File: config.mk
export PLATFORM = sky130hd
export DESIGN_NAME = dmaq_ctrl
export DESIGN_NICKNAME = d
export VERILOG_FILES = /design/src/rtl/dmaq_pkg.sv /design/src/rtl/dmaq_fifo.sv /design/src/rtl/dmaq_ids.sv /design/src/rtl/dmaq_irq.sv /design/src/rtl/dmaq_ctrl.sv
export SDC_FILE = /design/constraint.sdc
export NUM_CORES = 1
export LEC_CHECK = 0
export BUFFER_PORTS_ARGS = -buffer_cell sky130_fd_sc_hd__clkbuf_2
export CORE_ASPECT_RATIO = 1.5
export CORE_MARGIN = 5
export CORE_UTILIZATION = 50
export DETAILED_ROUTE_END_ITERATION = 10
export HOLD_SLACK_MARGIN = 0.06
export PLACE_DENSITY = 0.68
export SLEW_MARGIN = 20
export SYNTH_ARGS = -nofsm -noshare
export SYNTH_HDL_FRONTEND = slang
export SYNTH_SLANG_ARGS = --single-unit
File: constraint.sdc
create_clock -name clk_i -period 5.5 [get_ports clk_i]
set_input_delay 0 -clock clk_i [delete_from_list [all_inputs] [get_ports clk_i]]
set_output_delay 0 -clock clk_i [all_outputs]
set_load 0.05 [all_outputs]
File: src/rtl/dmaq_pkg.sv
package dmaq_pkg;
  localparam logic [11:0] OFS_MASK    = 12'h080;
  localparam logic [11:0] OFS_PEND    = 12'h084;
  localparam logic [11:0] OFS_SOURCE  = 12'h088;
  localparam logic [11:0] OFS_CTRL    = 12'h400;
  localparam logic [11:0] OFS_NEXT_ID = 12'h404;
  localparam logic [11:0] OFS_SUBMIT  = 12'h408;
  localparam logic [11:0] OFS_DST     = 12'h410;
  localparam logic [11:0] OFS_SRC     = 12'h414;
  localparam logic [11:0] OFS_LEN     = 12'h418;
  localparam logic [11:0] OFS_DONE    = 12'h428;
  localparam logic [11:0] OFS_ACTIVE  = 12'h42c;

  localparam int unsigned EV_N    = 2;
  localparam int unsigned EV_SLOT = 0;
  localparam int unsigned EV_DONE = 1;
endpackage

File: src/rtl/dmaq_fifo.sv
module dmaq_fifo #(
  parameter int unsigned W     = 8,
  parameter int unsigned DEPTH = 4
) (
  input  logic         clk_i,
  input  logic         rst_ni,
  input  logic         flush_i,
  input  logic         push_i,
  input  logic [W-1:0] data_i,
  input  logic         pop_i,
  output logic [W-1:0] data_o,
  output logic         empty_o,
  output logic         full_o
);
  localparam int unsigned PW = (DEPTH > 1) ? $clog2(DEPTH) : 1;
  localparam int unsigned CW = $clog2(DEPTH + 1);

  logic [W-1:0]  mem_q [DEPTH];
  logic [PW-1:0] wr_ptr_q, rd_ptr_q;
  logic [CW-1:0] cnt_q;

  function automatic logic [PW-1:0] nxt(input logic [PW-1:0] p);
    return (p == PW'(DEPTH - 1)) ? '0 : p + PW'(1);
  endfunction

  assign empty_o = (cnt_q == '0);
  assign full_o  = (cnt_q == CW'(DEPTH));
  assign data_o  = mem_q[rd_ptr_q];

  always_ff @(posedge clk_i or negedge rst_ni) begin
    if (!rst_ni) begin
      wr_ptr_q <= '0;
      rd_ptr_q <= '0;
      cnt_q    <= '0;
    end else if (flush_i) begin
      wr_ptr_q <= '0;
      rd_ptr_q <= '0;
      cnt_q    <= '0;
    end else begin
      if (push_i) wr_ptr_q <= nxt(wr_ptr_q);
      if (pop_i)  rd_ptr_q <= nxt(rd_ptr_q);
      case ({push_i, pop_i})
        2'b10:   cnt_q <= cnt_q + CW'(1);
        2'b01:   cnt_q <= cnt_q - CW'(1);
        default: cnt_q <= cnt_q;
      endcase
    end
  end

  always_ff @(posedge clk_i) begin
    if (push_i && !flush_i) mem_q[wr_ptr_q] <= data_i;
  end

  AST_NO_OVERFLOW: assert property (@(posedge clk_i) disable iff (!rst_ni)
    (push_i && !pop_i && !flush_i) |-> !full_o);
  AST_NO_UNDERFLOW: assert property (@(posedge clk_i) disable iff (!rst_ni)
    (pop_i && !flush_i) |-> !empty_o);
endmodule

File: src/rtl/dmaq_ids.sv
module dmaq_ids #(
  parameter int unsigned ID_W = 3
) (
  input  logic               clk_i,
  input  logic               rst_ni,
  input  logic               alloc_i,
  input  logic               done_valid_i,
  input  logic [ID_W-1:0]    done_id_i,
  output logic [ID_W-1:0]    next_id_o,
  output logic [2**ID_W-1:0] done_map_o
);
  localparam int unsigned NID = 2 ** ID_W;

  logic [ID_W-1:0] next_q;
  logic [NID-1:0]  map_q;

  assign next_id_o  = next_q;
  assign done_map_o = map_q;

  always_ff @(posedge clk_i or negedge rst_ni) begin
    if (!rst_ni) next_q <= '0;
    else if (alloc_i) next_q <= next_q + ID_W'(1);
  end

  for (genvar i = 0; i < NID; i++) begin : g_bit
    always_ff @(posedge clk_i or negedge rst_ni) begin
      if (!rst_ni) map_q[i] <= 1'b0;
      else if (alloc_i && next_q == ID_W'(i)) map_q[i] <= 1'b0;
      else if (done_valid_i && done_id_i == ID_W'(i)) map_q[i] <= 1'b1;
    end
  end

  AST_ID_ADVANCE: assert property (@(posedge clk_i) disable iff (!rst_ni)
    alloc_i |=> (next_id_o == $past(next_id_o) + ID_W'(1)));
  AST_DONE_MARK: assert property (@(posedge clk_i) disable iff (!rst_ni)
    (done_valid_i && !(alloc_i && next_id_o == done_id_i)) |=> done_map_o[$past(done_id_i)]);
  AST_REISSUE_CLEARS: assert property (@(posedge clk_i) disable iff (!rst_ni)
    alloc_i |=> !done_map_o[$past(next_id_o)]);
endmodule

File: src/rtl/dmaq_irq.sv
module dmaq_irq #(
  parameter int unsigned N = 2
) (
  input  logic         clk_i,
  input  logic         rst_ni,
  input  logic [N-1:0] set_i,
  input  logic         clr_wr_i,
  input  logic [N-1:0] clr_i,
  input  logic         mask_wr_i,
  input  logic [N-1:0] mask_i,
  output logic [N-1:0] mask_o,
  output logic [N-1:0] pend_o,
  output logic [N-1:0] src_o,
  output logic         irq_o
);
  logic [N-1:0] mask_q, pend_q;

  always_ff @(posedge clk_i or negedge rst_ni) begin
    if (!rst_ni) begin
      mask_q <= '1;
      pend_q <= '0;
    end else begin
      if (mask_wr_i) mask_q <= mask_i;
      pend_q <= (pend_q & ~(clr_wr_i ? clr_i : '0)) | set_i;
    end
  end

  assign mask_o = mask_q;
  assign pend_o = pend_q;
  assign src_o  = pend_q & ~mask_q;
  assign irq_o  = |src_o;

  AST_EVENT_LATCH: assert property (@(posedge clk_i) disable iff (!rst_ni)
    (|set_i) |=> ((pend_o & $past(set_i)) == $past(set_i)));
  AST_W1C: assert property (@(posedge clk_i) disable iff (!rst_ni)
    (clr_wr_i && ((clr_i & set_i) == '0)) |=> ((pend_o & $past(clr_i)) == '0));
  AST_MASKED_QUIET: assert property (@(posedge clk_i) disable iff (!rst_ni)
    (mask_o == '1) |-> !irq_o);
endmodule

File: src/rtl/dmaq_ctrl.sv
module dmaq_ctrl #(
  parameter int unsigned ID_W  = 3,
  parameter int unsigned DEPTH = 4,
  parameter int unsigned AW    = 32,
  parameter int unsigned LW    = 24,
  parameter int unsigned RAW   = 12
) (
  input  logic            clk_i,
  input  logic            rst_ni,
  input  logic            reg_req_i,
  input  logic            reg_we_i,
  input  logic [RAW-1:0]  reg_addr_i,
  input  logic [31:0]     reg_wdata_i,
  output logic [31:0]     reg_rdata_o,
  output logic            irq_o,
  output logic            xreq_valid_o,
  input  logic            xreq_ready_i,
  output logic [ID_W-1:0] xreq_id_o,
  output logic [AW-1:0]   xreq_dst_o,
  output logic [AW-1:0]   xreq_src_o,
  output logic [LW-1:0]   xreq_len_o,
  input  logic            xdone_valid_i,
  input  logic [ID_W-1:0] xdone_id_i,
  output logic            abort_o
);
  import dmaq_pkg::*;

  localparam int unsigned NID = 2 ** ID_W;

  typedef struct packed {
    logic [AW-1:0] dst;
    logic [AW-1:0] src;
    logic [LW-1:0] len;
  } parm_t;

  typedef struct packed {
    logic [ID_W-1:0] id;
    parm_t           p;
  } ent_t;

  localparam int unsigned EW = $bits(ent_t);

  logic            en_q, pause_q, busy_q, abort_q, sub_pend_q;
  logic [ID_W-1:0] act_id_q;
  parm_t           parm_q, sub_parm_q;

  logic            wr, ctrl_wr, stop, submit_wr, push, pop;
  logic            fifo_empty, fifo_full;
  logic [EW-1:0]   head_bits;
  ent_t            head, push_ent;
  logic [ID_W-1:0] next_id;
  logic [NID-1:0]  done_map;
  logic [EV_N-1:0] ev_set, mask, pend, src;

  assign wr        = reg_req_i && reg_we_i;
  assign ctrl_wr   = wr && (12'(reg_addr_i) == OFS_CTRL);
  assign stop      = ctrl_wr && !reg_wdata_i[0];
  assign submit_wr = wr && (12'(reg_addr_i) == OFS_SUBMIT) && reg_wdata_i[0]
                     && en_q && !sub_pend_q;
  assign push      = sub_pend_q && !fifo_full && !stop;
  assign head      = ent_t'(head_bits);
  assign xreq_valid_o = !fifo_empty && en_q && !pause_q && !busy_q;
  assign pop       = xreq_valid_o && xreq_ready_i;

  assign xreq_id_o  = head.id;
  assign xreq_dst_o = head.p.dst;
  assign xreq_src_o = head.p.src;
  assign xreq_len_o = head.p.len;
  assign abort_o    = abort_q;

  always_comb begin
    push_ent.id = next_id;
    push_ent.p  = sub_parm_q;
  end

  always_ff @(posedge clk_i or negedge rst_ni) begin
    if (!rst_ni) begin
      en_q    <= 1'b0;
      pause_q <= 1'b0;
      abort_q <= 1'b0;
      parm_q  <= '0;
    end else begin
      abort_q <= stop && en_q;
      if (ctrl_wr) begin
        en_q    <= reg_wdata_i[0];
        pause_q <= reg_wdata_i[1];
      end
      if (wr && 12'(reg_addr_i) == OFS_DST) parm_q.dst <= AW'(reg_wdata_i);
      if (wr && 12'(reg_addr_i) == OFS_SRC) parm_q.src <= AW'(reg_wdata_i);
      if (wr && 12'(reg_addr_i) == OFS_LEN) parm_q.len <= LW'(reg_wdata_i);
    end
  end

  // submission parked until a slot frees; parameters snapshot at submit time
  always_ff @(posedge clk_i or negedge rst_ni) begin
    if (!rst_ni) begin
      sub_pend_q <= 1'b0;
      sub_parm_q <= '0;
    end else if (stop) begin
      sub_pend_q <= 1'b0;
    end else if (submit_wr) begin
      sub_pend_q <= 1'b1;
      sub_parm_q <= parm_q;
    end else if (push) begin
      sub_pend_q <= 1'b0;
    end
  end

  always_ff @(posedge clk_i or negedge rst_ni) begin
    if (!rst_ni) begin
      busy_q   <= 1'b0;
      act_id_q <= '0;
    end else if (stop) begin
      busy_q <= 1'b0;
    end else if (pop) begin
      busy_q   <= 1'b1;
      act_id_q <= head.id;
    end else if (xdone_valid_i && xdone_id_i == act_id_q) begin
      busy_q <= 1'b0;
    end
  end

  dmaq_fifo #(.W(EW), .DEPTH(DEPTH)) u_fifo (
    .clk_i   (clk_i),
    .rst_ni  (rst_ni),
    .flush_i (stop),
    .push_i  (push),
    .data_i  (EW'(push_ent)),
    .pop_i   (pop),
    .data_o  (head_bits),
    .empty_o (fifo_empty),
    .full_o  (fifo_full)
  );

  dmaq_ids #(.ID_W(ID_W)) u_ids (
    .clk_i        (clk_i),
    .rst_ni       (rst_ni),
    .alloc_i      (push),
    .done_valid_i (xdone_valid_i),
    .done_id_i    (xdone_id_i),
    .next_id_o    (next_id),
    .done_map_o   (done_map)
  );

  always_comb begin
    ev_set          = '0;
    ev_set[EV_SLOT] = pop;
    ev_set[EV_DONE] = xdone_valid_i;
  end

  dmaq_irq #(.N(EV_N)) u_irq (
    .clk_i     (clk_i),
    .rst_ni    (rst_ni),
    .set_i     (ev_set),
    .clr_wr_i  (wr && 12'(reg_addr_i) == OFS_PEND),
    .clr_i     (reg_wdata_i[EV_N-1:0]),
    .mask_wr_i (wr && 12'(reg_addr_i) == OFS_MASK),
    .mask_i    (reg_wdata_i[EV_N-1:0]),
    .mask_o    (mask),
    .pend_o    (pend),
    .src_o     (src),
    .irq_o     (irq_o)
  );

  always_comb begin
    reg_rdata_o = '0;
    case (12'(reg_addr_i))
      OFS_MASK:    reg_rdata_o = 32'(mask);
      OFS_PEND:    reg_rdata_o = 32'(pend);
      OFS_SOURCE:  reg_rdata_o = 32'(src);
      OFS_CTRL:    reg_rdata_o = {30'd0, pause_q, en_q};
      OFS_NEXT_ID: reg_rdata_o = 32'(next_id);
      OFS_SUBMIT:  reg_rdata_o = {31'd0, sub_pend_q};
      OFS_DST:     reg_rdata_o = 32'(parm_q.dst);
      OFS_SRC:     reg_rdata_o = 32'(parm_q.src);
      OFS_LEN:     reg_rdata_o = 32'(parm_q.len);
      OFS_DONE:    reg_rdata_o = 32'(done_map);
      OFS_ACTIVE:  reg_rdata_o = 32'(act_id_q);
      default:     reg_rdata_o = '0;
    endcase
  end

  AST_SUBMIT_WAITS: assert property (@(posedge clk_i) disable iff (!rst_ni)
    (sub_pend_q && fifo_full && !pop && !stop) |=> sub_pend_q);
  AST_OFFER_HOLDS: assert property (@(posedge clk_i) disable iff (!rst_ni)
    (xreq_valid_o && !xreq_ready_i && !ctrl_wr) |=> (xreq_valid_o && $stable(xreq_id_o)));
  AST_ABORT_FLUSH: assert property (@(posedge clk_i) disable iff (!rst_ni)
    stop |=> (!xreq_valid_o && !sub_pend_q));
  AST_PAUSE_HOLD: assert property (@(posedge clk_i) disable iff (!rst_ni)
    (pause_q && !xreq_valid_o && !ctrl_wr) |=> !xreq_valid_o);
endmodule

Word-level counts from Yosys, hierarchy flattened --
Memory sizes are Yosys's and may differ from the RTL's. Cells that the tools add are included.
Word-level totals: register bits 206, memory bits (writable) 364, input port bits 53, output and inout port bits 126, logic and storage cells 166, memories 1
Operators by class: add/subtract/negate cells 5, eq/ne operators 31, multiplexer cells 34, bitwise operators 6, reductions and logical operators 63
Memory list:
- u_fifo.mem_q | depth 4, bits a word 91, rd ports 1, clocked after memory_dff 0, wr ports 1, RTL line dmaq_fifo.sv:18 | logic [W-1:0] mem_q [DEPTH];
Operators by type and width (number):
- $pmux 32 s11 | 1
- $eq 12x11->1 const B | 8
- $logic_and 1x1->1 | 37
- $eq 12x8->1 const B | 3
- $eq 3x3->1 const B | 9
- $mux 1 | 24
- $reduce_bool 2->1 | 10
- $mux 2 | 7
- $eq 3x2->1 const B | 4
- $logic_not 3->1 | 3
- $reduce_bool 3->1 | 3
- $logic_not 1->1 | 7
- $add 3x1->3 const B | 2
- $eq 2x2->1 const B | 3
- $eq 3x1->1 const B | 2
- $pmux 3 s2 | 1
- $add 2x1->2 const B | 2
- $and 2x2->2 | 2
- $not 2->2 | 2
- $reduce_and 2->1 | 2
- $eq 3x3->1 | 1
- $mux 3 | 1
- $sub 3x1->3 const B | 1
- $eq 2x1->1 const B | 1
- 3 further kinds | 3

Depth between registers and ports, before layout --
depth after elaboration 9, gate-level depth with buffers 10

Hierarchy --
From an unflattened synthesis, not the netlist that was laid out.
Unflattened totals: cells, all modules 1134, area, all modules 22163.8 µm²
By module, submodules not included:
- dmaq_fifo | times used 1, cells each 520, area an instance 13584.3 µm², sequential area each 11105.7 µm²
- dmaq_ctrl | times used 1, cells each 556, area an instance 7828.8 µm², sequential area each 4604.4 µm²
- dmaq_ids | times used 1, cells each 45, area an instance 568.0 µm², sequential area each 275.3 µm²
- dmaq_irq | times used 1, cells each 13, area an instance 182.7 µm², sequential area each 102.6 µm²

Worst setup path before layout --
No wires, ideal clock.
path type flip-flop to flip-flop, start reg u_fifo.cnt_q[2], end mem u_fifo.mem_q[3][0] in the netlist's numbering (enable), arrival 3.419 ns, data required time 5.040 ns, setup slack 1.621 ns, cell stages (with the launch flop) 6, buffers on the path 1, period minus slack after synthesis 3.879 ns, path through dfrtp_1 -> or3b_2 -> nand2_1 -> nor2_1 -> clkbuf_1 -> and2_1
On the way: cells in the longest elaborated chain, start to end 7
RTL lines:
- from (decl) | RTL line dmaq_fifo.sv:20 | logic [CW-1:0] cnt_q;
- from (signal assigned) | RTL line dmaq_fifo.sv:43 | 2'b10: cnt_q <= cnt_q + CW'(1);
- from (signal assigned) | RTL line dmaq_fifo.sv:44 | 2'b01: cnt_q <= cnt_q - CW'(1);
- from (signal assigned) | RTL line dmaq_fifo.sv:45 | default: cnt_q <= cnt_q;
- $eq 3x3->1 | RTL line dmaq_fifo.sv:27 | assign full_o = (cnt_q == CW'(DEPTH));
- $logic_not 1->1 | RTL line dmaq_ctrl.sv:60 | assign push = sub_pend_q && !fifo_full && !stop;
- $logic_and 1x1->1 (2 in series) | RTL line dmaq_ctrl.sv:60
- $logic_and 1x1->1 | RTL line dmaq_fifo.sv:51 | if (push_i && !flush_i) mem_q[wr_ptr_q] <= data_i;
- $mux 1 | RTL line dmaq_fifo.sv:51
- $mux 1 (not written as such) | RTL line dmaq_fifo.sv:51
- to (decl) | RTL line dmaq_fifo.sv:18
No other way between the ends.

Worst setup path in the final report --
start reg u_fifo.cnt_q[2], end mem u_fifo.mem_q[3][15] in the netlist's numbering (enable)
The elaborated chain is that of the path after synthesis.

==> results.md <==
STA:
- Setup violations remaining at the end of the flow were counted as 0.
- Setup repair after global routing left no endpoint under its margin.
- Headroom to the max-slew limit came out at 0.202.
- The number of hold-slack violations in the final timing report was 0.
- The fmax is 302 MHz.
- The post-route setup TNS is 0 ns.
- Subtracting the final worst setup slack from the clock period gives 3.31 ns.
- The measured slew at the worst slew-check pin is 1.20 ns.
- The number of max-slew violations in the final report was 0.
- Of the available clock period, the critical path in the final layout requires 0.601.
- The clock tree skew after final layout is 0.0294 ns.

Finish:
- The ratio of cells with drive above 1 in the final layout is 0.407.
- The library cells used most frequently in the layout, excluding fill and tap cells, are sky130_fd_sc_hd__edfxtp_1 (364), sky130_fd_sc_hd__dfrtp_1 (202), sky130_fd_sc_hd__clkbuf_2 (177).
- At the end of the flow, the number of nets in the layout was 1,436.
- Leaving out filler cells and counting taps, the final layout contains 1,989.
- The sequential cells in the finished layout cover a total of 0.0161 mm2.
- The finished cells cover 0.0259 mm2.
- Relative to the synthesized area, the layout overhead comes to 17.2%.
- The library cell used most frequently in the layout, excluding fill and tap cells, is sky130_fd_sc_hd__edfxtp_1.
- In the final layout, the multi-input gates occupy 0.00571 mm2.
- The number of antenna diodes is 0.
- The layout has 3,219 filler cells.

GRT:
- The initial antenna violation count is 0.
- The via count of the first global-routing pass is 12.2k.
- The global-route usage over all layers is 0.199.
- The overall overflow remaining after global route is 0.
- The first-pass GRT wire length is 73,900 um.
- Entering global routing, the biggest net connects 71 pins.

Logic synthesis:
- After technology mapping, the gate count stands at 1,125.
- The cell taking the most area after synthesis is sky130_fd_sc_hd__edfxtp_1.
- The number of enable flip-flop cells after synthesis is 364.
- The synthesized flop and latch total is 570.
- In the synthesized netlist the dominant register cell turns out to be sky130_fd_sc_hd__edfxtp_1.
- Of the synthesized area, sequential elements account for 0.728.
- The post-synthesis instance area is 0.0221 mm2.
- Counting flops with an async set or reset pin after synthesis yields a share of 0.361.
- The number of distinct library cells after synthesis is 60.
- The yosys synthesis warning count is 0.
- The synthesized net count is 1,190.
- By area the synthesized netlist is led by sky130_fd_sc_hd__edfxtp_1 (49%), sky130_fd_sc_hd__dfrtp_1 (23%), sky130_fd_sc_hd__mux4_2 (9.3%).
- The proportion of netlist area held by the largest area contributor is 0.494.
- A synthesized cell averages 19.7 um2.

Floorplanning:
- The die area is 0.0486 mm2.
- The initialized floorplan defines 94 standard-cell rows.
- 179 I/O pins were placed.
- The region available for standard cell placement spans 0.0439 mm2.
- The die is 268 um tall.
- For this configuration, the core starts out at a cell density of 0.504.
- From left edge to right edge, the die measures 182 um.

Pwr:
- The net switching power figure is 1.58 mW.
- The power per unit of standard cell area is 317 mW/mm2.
- The share of power burned in combinational logic is 0.015.
- The leakage power of the design is 11.3 nW.
- The relative contribution of sequential cells to total power is 0.552.
- The worst vdd rail ir drop is 0.215 mV.
- Internal power comes to 6.62 mW.
- The switching share of power is 0.193.
- The share of total power in the clock network is 0.433.

Worst hold path:
- The startpoint identified for the worst hold timing path is reg_we_i.
- The path class of the tightest hold or removal check is in2reg.

Route:
- The first routing iteration left 908 violations.
- For this run, design rule violations remaining after detail routing come to 0.
- The final layout contains routed wiring with a total length of 47,800 um.
- Once detail routing completed, the nets flagged for antenna violations numbered 0.
- Before antenna repair, the detailed router went through 9 iterations.
- The final routed wire length divided by cell count is 24.0 um.
- The total number of vias is 11.4k.
- The via density per instance is 5.74.

Clock network:
- Clock-pin slew was measured on the worst setup and hold paths at 0.07 ns.
- The clock tree from TritonCTS is yes.
- The clock insertion delay at the later pin of the skew report is 0.58 ns.
- The count of buffers added by post-CTS timing repair for setup is 0.
- The tree built by TritonCTS fans out to 570 sinks.
- The number of gates given a new drive strength after cts is 0.
- The H-tree was split into 2 levels.
- TritonCTS created 50 clock buffers.
- The clock tree buffer depth is 3.
- The buffer cell driving the clock tree root is sky130_fd_sc_hd__clkbuf_16.

Critical path:
- STA classifies the critical path startpoint as a register.
- The most critical setup path has its startpoint at u_fifo.cnt_q[2]$_DFFE_PN0P_.
- The critical path class is reg2reg.
- The critical register-to-register path startpoint is u_fifo.cnt_q[2]$_DFFE_PN0P_.
- The arrival time at the worst endpoint is 3.56 ns.
- In this run the worst path has a maximum fanout of 56.
- The worst path required time is 5.75 ns.
- The critical path endpoint category is a register.

Placement:
- The post-DP HPWL is 29,800 um.
- The congestion estimate from routability-driven global placement came to 0.900.
- The instance area at placement is 0.0237 mm2.
- Including well taps, the total number of placed cells is 1,844.
- The count of input and output buffers is 178.

Run status:
- The flow ran to the end, and the final reports show no timing, DRC or antenna violations.

Job:
- The total of max-cap violations is 0.
registers in the layout (all words and copies together), names as in the netlist:
signal / count
sub_pend_q: 1
pause_q: 1
u_fifo.wr_ptr_q: 2
u_fifo.mem_q: 364
abort_o: 1
parm_q: 88
act_id_q: 3
en_q: 1
push_ent: 88
u_ids.done_map_o: 8
u_irq.pend_o: 2
busy_q: 1
u_irq.mask_o: 2
u_fifo.cnt_q: 3
u_ids.next_id_o: 3
u_fifo.rd_ptr_q: 2
through the flow:
stage          power [mW]  hold slack [ns]  utilization  setup WS [ns]
3_5_place_dp         4.71           0.0379        0.539           2.14
2_1_floorplan        4.64           -0.296            -           1.62
3_3_place_gp         4.71           0.0355        0.539           2.25
6_report             8.20            0.130        0.590           2.19
4_1_cts              8.28           0.0813        0.590           2.13
5_1_grt              8.49            0.144        0.590           1.97
layout make-up:
cell class	instances	area share
Clock buffer	69	0.0562
Clock inverter	25	0.0101
Inverter	24	0.00348
Multi-Input combinational cell	477	0.220
Sequential cell	570	0.621
Tap cell	576	0.0278
Timing Repair Buffer	248	0.0608
worst max-delay path, cell delays in order (launching register included):
cell and delay [ns]:
sky130_fd_sc_hd__dfrtp_1 0.40, sky130_fd_sc_hd__or3b_2 0.26, sky130_fd_sc_hd__nand2_1 0.15, sky130_fd_sc_hd__nor2_1 0.78, sky130_fd_sc_hd__and2_4 0.90, sky130_fd_sc_hd__buf_4 0.46
logic make-up after synthesis:
group           Yosys count  share of synthesized area
compound gates           76                     0.0263
xor+xnor                  4                    0.00158
fa+ha+maj                12                    0.00713
buf+inv                  78                     0.0162
flops                   570                      0.728
mux                     285                      0.193
simple gates            100                     0.0286
synthesized netlist by cell type, types with 5 or more instances:
cell,count
sky130_fd_sc_hd__a221o_1,6
sky130_fd_sc_hd__edfxtp_1,364
sky130_fd_sc_hd__a22oi_1,6
sky130_fd_sc_hd__mux2_2,174
sky130_fd_sc_hd__and2_1,5
sky130_fd_sc_hd__nand3_1,6
sky130_fd_sc_hd__clkbuf_1,21
sky130_fd_sc_hd__mux4_2,91
sky130_fd_sc_hd__inv_1,24
sky130_fd_sc_hd__nor2_1,18
sky130_fd_sc_hd__mux2i_1,8
sky130_fd_sc_hd__ha_1,11
sky130_fd_sc_hd__mux2_4,9
sky130_fd_sc_hd__or3_1,5
sky130_fd_sc_hd__buf_2,26
sky130_fd_sc_hd__nand2_1,17
sky130_fd_sc_hd__a222oi_1,16
sky130_fd_sc_hd__dfrtp_1,204
sky130_fd_sc_hd__o21ai_0,6
sky130_fd_sc_hd__a21oi_1,14
sky130_fd_sc_hd__a22o_1,8
sky130_fd_sc_hd__a31oi_1,7
layer usage:
layer  track usage  part of all wire  up-vias  wire length (um)
met4        0.0692             0.035        0              1660
met2         0.353              0.54      339             25600
met3        0.0303             0.047       92              2220
met5             0                 0        -                 0
li1              -                 -     4977                 -
met1         0.250              0.38     6011             18300
power groups by stage:
stage	sequential (mW)	clock, mW	combinational [mW]
CTS	4.53	3.63	0.123
finish	4.53	3.56	0.121
global placement	4.61	0	0.0930
detailed placement	4.61	0	0.0949
floorplan	4.61	0	0.0240
global route	4.52	3.83	0.135
timing repair:
item / 4_1_cts / 5_1_grt
setup endpoints to repair: 0 / 0
hold buffers: 50 / 0
hold endpoints to repair: 189 / 0
final timing paths:
check	slack [ns]	to	cells after the start
min in group asynchronous	0.51	u_fifo.cnt_q[1]$_DFFE_PN0P_	3
worst min register to register	0.51	u_fifo.mem_q[1][47]$_DFFE_PP_	0
worst max-delay path	2.19	u_fifo.mem_q[3][15]$_DFFE_PP_	5
worst max register to register	2.19	u_fifo.mem_q[3][15]$_DFFE_PP_	5
worst min-delay path	0.13	u_irq.pend_o[0]$_DFF_PN0_	4
max in group asynchronous	3.69	push_ent[85]$_DFFE_PN0P_	4
No activity file was read; power rests on OpenSTA's default activity.
